File: src/rtl/psp_pkg.sv
package psp_pkg;

  // Strobes from the control half to the table in the datapath half.
  typedef struct packed {
    logic clearAll;  // thread switch: every entry back to the small size
    logic wrEn;      // write the pending resolve into the table
    logic wrLarge;   // value to write, 1 = large page
  } tblCmd_t;

  localparam tblCmd_t TBL_CMD_IDLE = '{clearAll: 1'b0, wrEn: 1'b0, wrLarge: 1'b0};

endpackage

File: src/rtl/psp_ctrl.sv
module psp_ctrl
  import psp_pkg::*;
#(
  parameter int unsigned REG_W      = 5,
  parameter int unsigned GROUP_BITS = 2
) (
  input  logic             clk,
  input  logic             rstN,
  input  logic             threadSwitch,
  input  logic             groupEn,
  input  logic             rsValid,
  input  logic [REG_W-1:0] rsReg,
  input  logic             rsLarge,
  input  logic             rsPredLarge,
  output tblCmd_t          tblCmd,
  output logic [REG_W-1:0] wrSlot,
  output logic             mispredict
);

  localparam logic [REG_W-1:0] GROUP_MASK = REG_W'((1 << GROUP_BITS) - 1);

  logic             pendValid;
  logic [REG_W-1:0] pendSlot;
  logic             pendLarge;
  logic             missQ;
  logic [REG_W-1:0] rsSlot;

  // The group mode folds neighbouring register numbers onto one slot.
  always_comb begin
    rsSlot = groupEn ? (rsReg & ~GROUP_MASK) : rsReg;
  end

  // The resolve stage: capture the resolve now, write the table one cycle later.
  always_ff @(posedge clk or negedge rstN) begin
    if (!rstN) begin
      pendValid <= 1'b0;
      pendSlot  <= '0;
      pendLarge <= 1'b0;
      missQ     <= 1'b0;
    end else begin
      pendValid <= rsValid;
      missQ     <= rsValid && (rsLarge != rsPredLarge);
      if (rsValid) begin
        pendSlot  <= rsSlot;
        pendLarge <= rsLarge;
      end
    end
  end

  // The thread switch takes priority over a write landing at the same edge.
  always_comb begin
    tblCmd          = TBL_CMD_IDLE;
    tblCmd.clearAll = threadSwitch;
    tblCmd.wrEn     = pendValid && !threadSwitch;
    tblCmd.wrLarge  = pendLarge;
  end

  assign wrSlot     = pendSlot;
  assign mispredict = missQ;

endmodule

File: src/rtl/psp_datapath.sv
module psp_datapath
  import psp_pkg::*;
#(
  parameter int unsigned REG_W       = 5,
  parameter int unsigned GROUP_BITS  = 2,
  parameter int unsigned ADDR_W      = 48,
  parameter int unsigned INDEX_W     = 6,
  parameter int unsigned SMALL_SHIFT = 12,
  parameter int unsigned LARGE_SHIFT = 16
) (
  input  logic               clk,
  input  logic               rstN,
  input  tblCmd_t            tblCmd,
  input  logic [REG_W-1:0]   wrSlot,
  input  logic               groupEn,
  input  logic [REG_W-1:0]   lkReg,
  input  logic [ADDR_W-1:0]  lkAddr,
  output logic               lkSizeLarge,
  output logic [INDEX_W-1:0] lkIndex
);

  localparam int unsigned ENTRIES   = 1 << REG_W;
  localparam int unsigned MOVE_W    = LARGE_SHIFT - SMALL_SHIFT;
  localparam int unsigned KEEP_W    = INDEX_W - MOVE_W;
  localparam int unsigned MOVE_BASE = SMALL_SHIFT + INDEX_W;
  localparam logic [REG_W-1:0] GROUP_MASK = REG_W'((1 << GROUP_BITS) - 1);

  logic [ENTRIES-1:0] sizeTbl;
  logic [REG_W-1:0]   lkSlot;
  logic [INDEX_W-1:0] smallIdx;
  logic [INDEX_W-1:0] largeIdx;

  // One size bit per slot.
  for (genvar e = 0; e < ENTRIES; e++) begin : g_entry
    always_ff @(posedge clk or negedge rstN) begin
      if (!rstN) begin
        sizeTbl[e] <= 1'b0;
      end else if (tblCmd.clearAll) begin
        sizeTbl[e] <= 1'b0;
      end else if (tblCmd.wrEn && (wrSlot == REG_W'(e))) begin
        sizeTbl[e] <= tblCmd.wrLarge;
      end
    end
  end

  always_comb begin
    lkSlot      = groupEn ? (lkReg & ~GROUP_MASK) : lkReg;
    lkSizeLarge = sizeTbl[lkSlot];
  end

  // Small pages take the index straight above the small page offset. Large
  // pages keep the top index bits where they are, and the low bits that now
  // fall inside the page offset are fetched from just above the small window.
  always_comb begin
    smallIdx = lkAddr[SMALL_SHIFT +: INDEX_W];
    largeIdx = {lkAddr[LARGE_SHIFT +: KEEP_W], lkAddr[MOVE_BASE +: MOVE_W]};
    lkIndex  = lkSizeLarge ? largeIdx : smallIdx;
  end

endmodule

File: src/rtl/pageSizePredictor.sv
module pageSizePredictor
  import psp_pkg::*;
#(
  parameter int unsigned REG_W       = 5,
  parameter int unsigned GROUP_BITS  = 2,
  parameter int unsigned ADDR_W      = 48,
  parameter int unsigned INDEX_W     = 6,
  parameter int unsigned SMALL_SHIFT = 12,
  parameter int unsigned LARGE_SHIFT = 16
) (
  input  logic               clk,
  input  logic               rstN,
  input  logic               threadSwitch,
  input  logic               groupEn,
  input  logic [REG_W-1:0]   lkReg,
  input  logic [ADDR_W-1:0]  lkAddr,
  output logic               lkSizeLarge,
  output logic [INDEX_W-1:0] lkIndex,
  input  logic               rsValid,
  input  logic [REG_W-1:0]   rsReg,
  input  logic               rsLarge,
  input  logic               rsPredLarge,
  output logic               mispredict
);

  tblCmd_t          tblCmd;
  logic [REG_W-1:0] wrSlot;

  psp_ctrl #(
    .REG_W(REG_W), .GROUP_BITS(GROUP_BITS)
  ) uCtrl (
    .clk(clk), .rstN(rstN), .threadSwitch(threadSwitch), .groupEn(groupEn),
    .rsValid(rsValid), .rsReg(rsReg), .rsLarge(rsLarge), .rsPredLarge(rsPredLarge),
    .tblCmd(tblCmd), .wrSlot(wrSlot), .mispredict(mispredict)
  );

  psp_datapath #(
    .REG_W(REG_W), .GROUP_BITS(GROUP_BITS), .ADDR_W(ADDR_W), .INDEX_W(INDEX_W),
    .SMALL_SHIFT(SMALL_SHIFT), .LARGE_SHIFT(LARGE_SHIFT)
  ) uData (
    .clk(clk), .rstN(rstN), .tblCmd(tblCmd), .wrSlot(wrSlot), .groupEn(groupEn),
    .lkReg(lkReg), .lkAddr(lkAddr), .lkSizeLarge(lkSizeLarge), .lkIndex(lkIndex)
  );

endmodule

File: config.mk
export PLATFORM = sky130hd
export DESIGN_NAME = pageSizePredictor
export DESIGN_NICKNAME = d
export VERILOG_FILES = /design/src/rtl/psp_pkg.sv /design/src/rtl/psp_ctrl.sv /design/src/rtl/psp_datapath.sv /design/src/rtl/pageSizePredictor.sv
export SDC_FILE = /design/constraint.sdc
export NUM_CORES = 1
export LEC_CHECK = 0
export BUFFER_PORTS_ARGS = -buffer_cell sky130_fd_sc_hd__buf_2
export CAP_MARGIN = 20
export CORE_MARGIN = 5
export CORE_UTILIZATION = 25
export CTS_CLUSTER_DIAMETER = 40
export DETAILED_ROUTE_END_ITERATION = 12
export SLEW_MARGIN = 20
export SYNTH_ARGS = -nofsm -noshare
export SYNTH_HDL_FRONTEND = slang
export SYNTH_HIERARCHICAL = 1
export SYNTH_SLANG_ARGS = --single-unit
File: constraint.sdc
create_clock -name clk -period 3.15 [get_ports clk]
set_clock_uncertainty 0.1 [all_clocks]
set_input_delay 0.7875 -clock clk [delete_from_list [all_inputs] [get_ports clk]]
set_output_delay 0.7875 -clock clk [all_outputs]
set_load 0.05 [all_outputs]
==> Yosys cells after proc, flatten, opt, wreduce, memory -nomap -nowiden <==
Cells that the tools add are included.
{ "word_totals": {"register_bits": 40, "in_bits": 65} }
{ "classes": {"n_lt_le_gt_ge": 1, "n_eq_ne": 32, "n_mux": 69, "reduce_logical": 68} }
{ "ops": {"columns": ["op", "n"], "rows": [
  ["$eq 5x5->1 const B", 16],
  ["$mux 1", 65],
  ["$reduce_bool 2->1", 32],
  ["$eq 5x4->1 const B", 8],
  ["$logic_and 1x1->1", 34],
  ["$eq 5x3->1 const B", 4],
  ["$eq 5x2->1 const B", 2],
  ["$lt 5x6->1 const B", 1],
  ["$bmux 1 s5", 1],
  ["$eq 5x1->1 const B", 1],
  ["$logic_not 5->1", 1],
  ["$mux 2", 2],
  ["$mux 4", 1],
  ["$logic_not 1->1", 1],
  ["$ne 1x1->1", 1]
]} }

==> Logic depth before layout (Yosys ltp) <==
{ "logic_depth": {"ltp_word": 5, "mapped_depth": 8, "depth_no_buf": 6} }

==> Cells and area by module <==
The synthesis kept the hierarchy.
{ "modules_own_cells": {"columns": ["module", "n_inst", "cells_per_inst", "area_each_um2"], "rows": [
  ["psp_datapath", 1, 235, 1976.9],
  ["psp_ctrl", 1, 24, 341.6]
]} }

==> Least setup slack after synthesis <==
OpenSTA, ideal clock, no wires.
{ "synth_path": {"path_kind": "input port to output port", "from": "in lkReg[0]", "to": "out lkIndex[0]", "t_arrival_ps": 2741, "required_ps": 2263, "path_slack_ps": -478, "path_stages": 7, "n_path_buf": 2, "path_cell_list": "buf_6 > buf_8 > mux2i_1 > a221oi_2 > o21ai_1 > a311oi_4 > mux2_2"} }
{ "synth_between": {"elab_chain_len": 4} }
{ "synth_lines": {"columns": ["element", "line", "source"], "rows": [
  ["start: declaration", "pageSizePredictor.sv:15", "input logic [REG_W-1:0] lkReg,"],
  ["$mux 2", "psp_datapath.sv:47", "lkSlot = groupEn ? (lkReg & ~GROUP_MASK) : lkReg;"],
  ["$bmux 1 s5", "psp_datapath.sv:48", "lkSizeLarge = sizeTbl[lkSlot];"],
  ["$mux 1 (not written as such)", "psp_datapath.sv:48", null],
  ["net lkSizeLarge", "pageSizePredictor.sv:17", "output logic lkSizeLarge,"],
  ["$mux 4", "psp_datapath.sv:57", "lkIndex = lkSizeLarge ? largeIdx : smallIdx;"],
  ["end: declaration", "pageSizePredictor.sv:18", "output logic [INDEX_W-1:0] lkIndex,"]
]} }
The timed path passes the listed nets, and every way through them passes these cells. The select of a mux whose other input is x is not followed.

==> Worst setup path in the final report <==
{ "layout_path": {"from": "in groupEn", "to": "out lkIndex[3]"} }
{ "layout_between": {"elab_chain_len": 4} }
{ "layout_lines": {"columns": ["element", "line", "source"], "rows": [
  ["start: declaration", "pageSizePredictor.sv:14", "input logic groupEn,"],
  ["$mux 2", "psp_datapath.sv:47", null],
  ["$bmux 1 s5", "psp_datapath.sv:48", null],
  ["$mux 1 (not written as such)", "psp_datapath.sv:48", null],
  ["$mux 4", "psp_datapath.sv:57", null]
]} }
No other way between the ends. The select of a mux whose other input is x is not followed.

==> summary.txt <==
Clocking
  – Worst-path clk slew: 0.07 ns
  – CTS tree: yes
  – TritonCTS buffer count: 5
  – Skew-Pair Late Insertion Delay: 0.28 ns
  – CTS Hold Buffers Added: 0
  – Worst-case clock buffer depth: 2
  – H-tree depth: 2
  – Clock sink total: 40
  – Clock tree root buffer cell: clkbuf_8

Yosys
  – Post-synthesis simple-gate area fraction: 0.2110
  – Synth area leader: dfrtp_1
  – Largest family of logic cells by synthesized area: simple AND/OR/NAND/NOR gates
  – Mapped cell area: 0.002318 sq mm
  – Area share of xor/xnor cells in the synthesized design: 0.003778
  – Post-synthesis adder-cell area fraction: 0
  – Average cell area after synthesis: 8.952 sq um
  – Synth Area in Compound Gates: 0.1802
  – Yosys warnings: 6
  – Register area share after synthesis: 0.4317
  – Area share of the largest cell type after synthesis: 0.4317
  – Synth area leaders: dfrtp_1 (43%), nand2_1 (6.3%), a21oi_1 (5.4%)
  – Post-synthesis mux area share: 0.1166
  – Library cells used by synthesis: 39
  – Yosys reg bits: 40
  – Syn nets: 324
  – Syn Inst Count: 259

Final layout
  – Share of cells above drive strength 1: 0.2881
  – Nets: 366
  – Commonest non-fill, non-tap cell in the layout: dfrtp_1
  – Area delta synth->final: 26.28%
  – Post-route non-filler standard cell count: 413
  – Commonest non-fill, non-tap cells in the layout: dfrtp_1 (40), nand2_1 (39), nor2_1 (25), a21oi_1 (25), buf_2 (24)
  – Antenna Cells: 0

Floorplan
  – Chip Height: 106.3 um
  – I/O Pins: 73
  – Die Wd: 106.3 um
  – Row count: 35
  – Starting density of the core: 0.2533
  – Die area: 0.01130 sq mm
  – Core area: 0.009153 sq mm

Placement
  – Hpwl dp: 3.940 mm
  – Dpl cells: 396
  – Dpl ws: -0.5702 ns
  – Routability cong.: 0.7557
  – Port Buffers: 30

Run status
  – Status: complete, but fails checks
  – Failing checks: setup timing

Worst setup path
  – Worst Path Required: 2.26 ns
  – CP Launch Type: input port
  – CP Capture Type: output port
  – Arrival time worst endpoint: 2.53 ns
  – CP Max Fanout: 6
  – Setup CP Type: input port to output port

Drt
  – Via Count: 2055
  – Post-DRT Antenna Nets: 0
  – Post-DR wirelength/cell: 14.07 um
  – Drt via density: 4.976
  – First-pass detailed-route iteration total: 6
  – WL final: 5.810 mm
  – DR DRC count: 0
  – DRT iter0 DRCs: 166

Timing
  – Final worst path period share: 1.084
  – Slew Viols, Final: 0
  – Max Freq: 292.9 MHz
  – Worst slew pin tran: 1.082 ns
  – Final hold vios: 0
  – Fin worst setup slack: -0.2643 ns
  – Final setup fails: 5
  – Final min period: 3.414 ns
  – Rel. slew slack: 0.2785
  – RSZ-0062 raised after global routing: yes

Global routing
  – Vias in the first global route: 1919
  – First-pass GRT wire length: 9.604 mm
  – Largest net degree at the start of global routing: 41
  – Total track usage: 0.1032
  – Initial antenna violation count: 0
  – Total grt overflow: 0

Power and ir drop
  – Leakage: 0.001227 uW
  – Max IR drop VDD: 205.1 uV
  – Power density cells: 388.5 mW/mm^2

Min path
  – Hold Crit Class: flip-flop to flip-flop

Flow run
  – # Max-Cap Violations: 0
cells in the mapped netlist, drive strengths merged:
master   instances
a21oi           25
nand2b           5
nand3           16
nor2b            3
o22ai            9
a2111oi          1
xor2             1
nand3b           2
a211o            1
o211ai           1
o21a             2
o221ai           1
a221oi           3
nor3             6
o32ai            1
nor3b            3
nand4            1
nand2           39
a311oi           1
a22oi            1
mux2            12
clkbuf           8
mux2i           12
inv              7
and2             1
nor2            26
nand4b           3
a211oi           2
buf              9
o21ai           17
dfrtp           40
metrics by stage:
step / utilization / hold slack, ns / instance area (sq um) / TNS [ns] / total power [uW]
after floorplan: - / 0.3832 / 2366 / -1.589 / 703.9
after global placement: 0.2883 / 0.4031 / 2639 / -2.542 / 755.5
after detailed placement: 0.2883 / 0.4132 / 2639 / -2.634 / 759.5
after CTS: 0.3106 / 0.4268 / 2843 / -1.030 / 1132
after global routing: 0.3199 / 0.4514 / 2928 / -1.537 / 1193
final: 0.3199 / 0.4243 / 2928 / -1.201 / 1138
per-layer routing:
| layer | routed length [um] | global-route usage | vias up |
|---|---|---|---|
| li1 | - | - | 995 |
| met1 | 2885 | 0.1527 | 978 |
| met2 | 2523 | 0.1543 | 76 |
| met3 | 356 | 0.02064 | 6 |
| met4 | 44 | 0.02313 | 0 |
| met5 | 0 | 0 | - |
critical path: stages:
cell	delay [ns]
buf_12	0.11
nand2b_4	0.17
buf_6	0.13
o22ai_4	0.11
a22oi_2	0.11
a2111oi_4	0.43
a311oi_4	0.05
buf_6	0.16
mux2_4	0.30
buf_6	0.15
registers in the layout, indices dropped and copies added, names as in the netlist:
signal / flops
uCtrl/pendValid: 1
uCtrl/pendLarge: 1
uCtrl/mispredict: 1
uData/sizeTbl: 32
uCtrl/wrSlot: 5
path summary, 6_finish.rpt:
check                                             start                       endpoint  slack, ns  cells past startpoint
max                                             groupEn                     lkIndex[3]      -0.26                     10
min                        uData/sizeTbl[6]$_DFFE_PN0P_   uData/sizeTbl[6]$_DFFE_PN0P_       0.42                      2
max reg2reg                   uCtrl/pendValid$_DFF_PN0_  uData/sizeTbl[12]$_DFFE_PN0P_       1.33                      5
min reg2reg                uData/sizeTbl[6]$_DFFE_PN0P_   uData/sizeTbl[6]$_DFFE_PN0P_       0.42                      2
max in group asynchronous                          rstN   uData/sizeTbl[8]$_DFFE_PN0P_       1.85                      1
min in group asynchronous                          rstN  uData/sizeTbl[30]$_DFFE_PN0P_       0.53                      1
final cells by class:
| type | count | area [sq um] |
|---|---|---|
| multi-input cells | 195 | 1277 |
| flip-flops and latches | 40 | 1001 |
| well taps | 111 | 138.9 |
| fillers | 945 | 6225 |
| clock buffers | 6 | 82.58 |
| clock inverters | 2 | 10.01 |
| inverters | 7 | 30.03 |
| repair buffers | 52 | 387.9 |
report_power, final:
group          total [uW]  internal (uW)  switching (uW)
sequential            555            524            31.6
clock                 346            175             172
combinational         236            107             129
total                1140            805             332
kinds of logic after synthesis:
group	after synthesis
DFF	40
muxes	24
AOI/OAI and AO/OA	65
buffers and inverters	24
xor gates and xnor gates	1
and+or+nand+nor	105
repair_timing:
action                     in CTS  in global routing
buffers inserted                4                  5
pin swaps                       6                  5
gates resized for setup        21                 13
setup endpoints to repair       5                  5
cloned                          0                  0
(Power assumes the default switching activity.)
